<file path="config.mk">
export PLATFORM = sky130hd
export DESIGN_NAME = zero_gated_line_store
export DESIGN_NICKNAME = d
export VERILOG_FILES = /design/src/rtl/zgl_pkg.sv /design/src/rtl/zgl_zero_detect.sv /design/src/rtl/zgl_group_bank.sv /design/src/rtl/zero_gated_line_store.sv
export SDC_FILE = /design/constraint.sdc
export NUM_CORES = 2
export LEC_CHECK = 0
export BUFFER_PORTS_ARGS = -buffer_cell sky130_fd_sc_hd__buf_2
export CORE_MARGIN = 1.5
export CORE_UTILIZATION = 62
export DETAILED_ROUTE_END_ITERATION = 8
export PLACE_DENSITY = 0.79
export SETUP_SLACK_MARGIN = 0.5
export SLEW_MARGIN = 20
export SYNTH_ARGS = -nofsm -noshare
export SYNTH_HDL_FRONTEND = slang
export SYNTH_HIERARCHICAL = 1
export SYNTH_SLANG_ARGS = --single-unit
</file>
<file path="constraint.sdc">
create_clock -name clk -period 5.16 [get_ports clk]
set_clock_uncertainty 0.2 [all_clocks]
set_input_delay 0 -clock clk [delete_from_list [all_inputs] [get_ports clk]]
set_output_delay 0 -clock clk [all_outputs]
set_load 0.02 [all_outputs]
</file>
<file path="src/rtl/zgl_pkg.sv">
// Shared helpers for the zero-gated line store.
// Assumes no configuration has more than MAX_GRP groups per line.
package zgl_pkg;
    localparam int MAX_GRP = 64;

    // Count set bits of a group-flag vector (zero-extended to MAX_GRP bits).
    function automatic logic [6:0] ones64(input logic [MAX_GRP-1:0] v);
        logic [6:0] n;
        n = '0;
        for (int i = 0; i < MAX_GRP; i++) begin
            n = n + {6'd0, v[i]};
        end
        return n;
    endfunction
endpackage

</file>
<file path="src/rtl/zgl_zero_detect.sv">
// Flags every all-zero group of a line.
// Assumes LINE_W is a whole multiple of GRP_W; purely combinational.
module zgl_zero_detect #(
    parameter int LINE_W = 128,
    parameter int GRP_W  = 8,
    localparam int NGRP  = LINE_W / GRP_W
) (
    input  logic [LINE_W-1:0] line,
    output logic [NGRP-1:0]   is_zero
);
    for (genvar g = 0; g < NGRP; g++) begin : g_det
        // NOR-reduce one group
        assign is_zero[g] = ~|line[g*GRP_W +: GRP_W];
    end
endmodule

</file>
<file path="src/rtl/zgl_group_bank.sv">
// Storage for one group position across all lines, with separate write and
// read enables. The read register only updates when the read is enabled.
// Assumes the cell contents need no reset; only the output register is reset.
module zgl_group_bank #(
    parameter int GRP_W = 8,
    parameter int DEPTH = 16,
    localparam int IDX_W = (DEPTH > 1) ? $clog2(DEPTH) : 1
) (
    input  logic             clk,
    input  logic             rst_n,
    input  logic             we,
    input  logic [IDX_W-1:0] widx,
    input  logic [GRP_W-1:0] wd,
    input  logic             re,
    input  logic [IDX_W-1:0] ridx,
    output logic [GRP_W-1:0] rq
);
    logic [GRP_W-1:0] cells [DEPTH];

    // Store the group when this bank is write-enabled
    always_ff @(posedge clk) begin
        if (we) begin
            cells[widx] <= wd;
        end
    end

    // Sense the addressed cells only when this bank is read-enabled
    always_ff @(posedge clk) begin
        if (!rst_n) begin
            rq <= '0;
        end else if (re) begin
            rq <= cells[ridx];
        end
    end
endmodule

</file>
<file path="src/rtl/zero_gated_line_store.sv">
// Cache line store with one zero flag per group. All-zero groups skip both
// write and read of their bank; reads substitute zeros for them. Reports the
// number of banks enabled per access. Assumes LINE_W % GRP_W == 0 and
// LINE_W / GRP_W <= 64. Read latency is one cycle; a read colliding with a
// write to the same line sees the old content.
module zero_gated_line_store #(
    parameter int LINE_W = 128,
    parameter int GRP_W  = 8,
    parameter int DEPTH  = 16,
    localparam int NGRP  = LINE_W / GRP_W,
    localparam int IDX_W = (DEPTH > 1) ? $clog2(DEPTH) : 1,
    localparam int CNT_W = $clog2(NGRP + 1)
) (
    input  logic              clk,
    input  logic              rst_n,
    input  logic              wr_en,
    input  logic [IDX_W-1:0]  wr_idx,
    input  logic [LINE_W-1:0] wr_data,
    input  logic              rd_en,
    input  logic [IDX_W-1:0]  rd_idx,
    output logic [LINE_W-1:0] rd_data,
    output logic              rd_valid,
    output logic [CNT_W-1:0]  wr_grp_active,
    output logic [CNT_W-1:0]  rd_grp_active
);
    logic [NGRP-1:0] wr_zero;
    logic [NGRP-1:0] wr_use;
    logic [NGRP-1:0] rd_zero_now;
    logic [NGRP-1:0] rd_use;
    logic [NGRP-1:0] rd_zero_q;
    logic [NGRP-1:0] zflag [DEPTH];
    logic [GRP_W-1:0] bank_q [NGRP];
    logic [CNT_W-1:0] rd_cnt_next;

    zgl_zero_detect #(.LINE_W(LINE_W), .GRP_W(GRP_W)) u_detect (
        .line    (wr_data),
        .is_zero (wr_zero)
    );

    assign rd_zero_now = zflag[rd_idx];
    assign wr_use      = ~wr_zero;
    assign rd_use      = ~rd_zero_now;

    // Zero flags per line; reset marks every group of every line as zero
    always_ff @(posedge clk) begin
        if (!rst_n) begin
            for (int i = 0; i < DEPTH; i++) begin
                zflag[i] <= '1;
            end
        end else if (wr_en) begin
            zflag[wr_idx] <= wr_zero;
        end
    end

    for (genvar g = 0; g < NGRP; g++) begin : g_bank
        zgl_group_bank #(.GRP_W(GRP_W), .DEPTH(DEPTH)) u_bank (
            .clk   (clk),
            .rst_n (rst_n),
            .we    (wr_en & wr_use[g]),
            .widx  (wr_idx),
            .wd    (wr_data[g*GRP_W +: GRP_W]),
            .re    (rd_en & rd_use[g]),
            .ridx  (rd_idx),
            .rq    (bank_q[g])
        );
        // Force zeros for groups flagged at read time
        assign rd_data[g*GRP_W +: GRP_W] = rd_zero_q[g] ? '0 : bank_q[g];
    end

    // Enabled-bank count of the current write
    always_comb begin
        wr_grp_active = '0;
        if (wr_en) begin
            wr_grp_active = CNT_W'(zgl_pkg::ones64(zgl_pkg::MAX_GRP'(wr_use)));
        end
    end

    // Enabled-bank count of the current read, before registering
    always_comb begin
        rd_cnt_next = CNT_W'(zgl_pkg::ones64(zgl_pkg::MAX_GRP'(rd_use)));
    end

    // Read-side registers: gating flags, valid and count travel with the data
    always_ff @(posedge clk) begin
        if (!rst_n) begin
            rd_zero_q     <= '1;
            rd_valid      <= 1'b0;
            rd_grp_active <= '0;
        end else begin
            rd_valid      <= rd_en;
            rd_grp_active <= rd_en ? rd_cnt_next : '0;
            if (rd_en) begin
                rd_zero_q <= rd_zero_now;
            end
        end
    end
endmodule

</file>
==> impl_metrics.csv <==
group,metric,value,unit
outcome,status,"finished clean",
detailed_routing,routedWlPerCell,26.7,um
detailed_routing,drc_errors,0,
synthesis,synth_edf_count,2304,
synthesis,synth-seq-cells,2454,
floorplan,die_height,404,um
synthesis,ys_top_cells_by_area,"edfxtp_1, mux2i_1, dfxtp_1",
timing,period_needed,4.61,ns
global_routing,grt_max_degree,153,
floorplan,rows,146,
detailed_routing,num_vias,58000,
detailed_routing,wirelength,245000,um
synthesis,synth_ff_type,"edfxtp_1",
timing,setup_tns,0,ns
global_routing,grt_overflow,0,
worst_setup_path,crit_path_max_fanout,2,
power,clkPwrFrac,40.6,%
floorplan,dieArea,0.163,mm2
synthesis,yosys.area.top_type,"edfxtp_1",
global_routing,grt_pass1_vias,57300,
floorplan,die_width,404,um
detailed_routing,first_pass_iters,6,
cells_and_area,drive_gt1_share,14.7,%
floorplan,io_pins,279,
clocking,clock-sinks,2454,
cells_and_area,nNetsFinal,6945,
worst_setup_path,worst-setup-path-type,"reg2reg",
min_path,hold_start,"wr_data[65]",
timing,slew_headroom,20.2,%
cells_and_area,layout_common_cells,"edfxtp_1, mux2i_1, nand3_1",
timing,period_share,89.4,%
clocking,clock_latency,0.88,ns
synthesis,syn_nets,6360,
synthesis,avgSynthCellArea,16.1,um2
detailed_routing,dr.first_iter.drc_count,7918,
clocking,h-tree-depth,4,
timing,hold_slack,0.0289,ns
synthesis,synth_largest_type_area_fraction,69.4,%
detailed_routing,ant_nets,0,
cells_and_area,fin_util,71.0,%
cells_and_area,final_common_cell,"edfxtp_1",
timing,rsz0062_at_grt,"yes",
synthesis,synth_seq_area_share,72.4,%
timing,final-setup-viol-count,0,
placed_design,io_buffers,278,
worst_setup_path,critPathLaunchType,"register",
min_path,hold_class,"in2reg",
worst_setup_path,critPathRequiredTime,5.72,ns
global_routing,grt_first_pass_wirelength,360000,um
placed_design,place_hpwl,144000,um
synthesis,yosysWarningCount,6,
run,maxCapViolCount,0,
worst_setup_path,crit_path_end_kind,"register",
floorplan,core_area,0.159,mm2
floorplan,initial_core_util,62.7,%
synthesis,syn-cell-area,0.0997,mm2
clocking,clkTransAtPathRegs,0.06,ns
clocking,cts-root-buf,"clkbuf_16",
timing,tightest_slew,1.20,ns
cells_and_area,syn_to_final_growth,13.3,%
power,sequentialPowerShare,52.0,%
worst_setup_path,crit_arrival,5.18,ns
synthesis,synth_cells,6190,
synthesis,async_flop_share,0,%
clocking,clock_path_buffers,3,
power,vdd_drop_max,0.000429,V
worst_setup_path,r2r-start,"zflag[0][0]$_SDFFCE_PN1P_",
power,leakage,39.9,nW
power,power_density,384,mW/mm2
synthesis,synth.distinct_cells,44,
timing,slew_viol_final,0,
global_routing,antenna_found_initial,18,
power,p_switching,0.00969,W
timing,fmax,217,MHz
timing,timing.final.hold_violations,0,
placed_design,gp_congestion,0.876,
power,p_comb_share,7.4,%
worst_setup_path,cp-startpoint,"zflag[0][0]$_SDFFCE_PN1P_",
cells_and_area,n_fill_cell,9771,
power,p_int,0.0337,W
clocking,cts_tree,"done",
global_routing,track_usage,29.7,%
clocking,cts_made_buffers,234,
power,swShare,22.3,%
detailed_routing,vias_per_cell,6.34,
final timing paths:
| check | to | slack (ns) | depth (start not counted) |
|---|---|---|---|
| max | rd_grp_active[3]$_SDFF_PN0_ | 0.55 | 15 |
| min | zflag[6][8]$_SDFFCE_PN1P_ | 0.03 | 6 |
| max reg2reg | rd_grp_active[3]$_SDFF_PN0_ | 0.55 | 15 |
| min reg2reg | g_bank[7].u_bank/rq[4]$_SDFFE_PN0P_ | 0.25 | 2 |
worst max-delay path: stages (launching register included):
cell      delay [ns]
edfxtp_1        0.38
mux4_2          0.49
mux2i_4         0.21
mux2i_4         0.12
fa_1            0.60
inv_1           0.08
fa_2            0.35
fa_1            0.56
inv_1           0.07
fa_1            0.53
inv_1           0.06
ha_1            0.29
a21o_1          0.20
a21oi_2         0.16
xor2_1          0.17
nor2_1          0.05
cell usage after synthesis, types with 2 or more instances:
| library cell | instances |
|---|---|
| edfxtp_1 | 2304 |
| mux2i_1 | 1062 |
| nand3_1 | 496 |
| nand2_1 | 488 |
| a22oi_1 | 384 |
| nor2_1 | 227 |
| nor2b_1 | 199 |
| dfxtp_1 | 150 |
| a21oi_1 | 130 |
| buf_2 | 75 |
| nor3_1 | 66 |
| mux4_2 | 58 |
| buf_6 | 52 |
| buf_4 | 51 |
| clkbuf_1 | 50 |
| nand2b_1 | 36 |
| buf_12 | 34 |
| buf_8 | 34 |
| nand3b_1 | 32 |
| nor2_2 | 32 |
| or4_1 | 32 |
| and2_1 | 28 |
| inv_1 | 24 |
| buf_1 | 20 |
| fa_1 | 20 |
| clkinv_1 | 17 |
| or3b_1 | 16 |
| o21ai_0 | 14 |
| ha_1 | 10 |
| o211ai_1 | 10 |
| a21o_1 | 7 |
| mux2_2 | 7 |
| mux4_1 | 6 |
| mux2_4 | 3 |
| nand4b_1 | 3 |
| and3_1 | 2 |
| nand4_1 | 2 |
| nor3b_2 | 2 |
| o211a_1 | 2 |
stage by stage:
stage / area, um2 / worst slack [ns] / std cells / power (W)
finish: 113000 / 0.546 / 9143 / 0.0434
global route: 113000 / 0.352 / 9139 / 0.0446
detailed placement: 103000 / 0.172 / 8485 / 0.0259
CTS: 113000 / 0.497 / 9127 / 0.0435
floorplan: 99700 / 0.652 / 6190 / 0.0248
global placement: 103000 / 0.159 / 8485 / 0.0258
layer usage:
layer	GRT usage, %	part of all wire [%]	vias to the layer above
li1	-	-	25100
met1	42.1	38	28900
met2	46.2	47	3459
met3	6.67	12	498
met4	9.49	3.0	8
met5	0	0.021	-
repair_timing:
| item | CTS | global route |
|---|---|---|
| gates resized for setup | 33 | 22 |
| gates cloned | 0 | 1 |
| endpoints found under the setup margin | 5 | 30 |
| endpoints found under the hold margin | 3656 | 0 |
| setup buffers | 2 | 1 |
| pin swaps | 6 | 7 |
| hold buffers | 194 | 0 |
area by class of cell:
class                      instances  area, um2  area share (%)
sequential                      2454      72200            63.9
multi-input combinational       3379      25000            22.1
clock buffer                     297       6320            5.59
timing repair buffer             665       4990            4.41
tap                             2146       2690            2.38
clock inverter                   149       1680            1.48
inverter                          41        161           0.143
antenna                           12       30.0          0.0266
cell families (layout without fill, tap and decap cells):
group	after synthesis	in the layout	share of synthesized area, %
fa+ha+maj	30	30	0.527
flops	2454	2454	72.4
compound gates	547	547	3.76
xor+xnor	2	2	0.0176
other cells	0	12	0
simple gates	1664	1664	8.09
mux	1136	1136	12.3
buf+inv	357	1152	2.96
registers in the layout, summed over array words and instances (netlist names):
signal,cells
rd_grp_active,5
rd_zero_q,16
g_bank.u_bank/cells,2048
g_bank.u_bank/rq,128
zflag,256
rd_valid,1
power by group through the flow:
stage | clock network (W) | logic, W | registers, W
6_report | 0.0176 | 0.00322 | 0.0226
4_1_cts | 0.0178 | 0.00314 | 0.0226
3_5_place_dp | 0 | 0.00293 | 0.0230
5_1_grt | 0.0186 | 0.00343 | 0.0226
2_1_floorplan | 0 | 0.00191 | 0.0229
3_3_place_gp | 0 | 0.00284 | 0.0229
No activity file was read; power rests on OpenSTA's default activity.
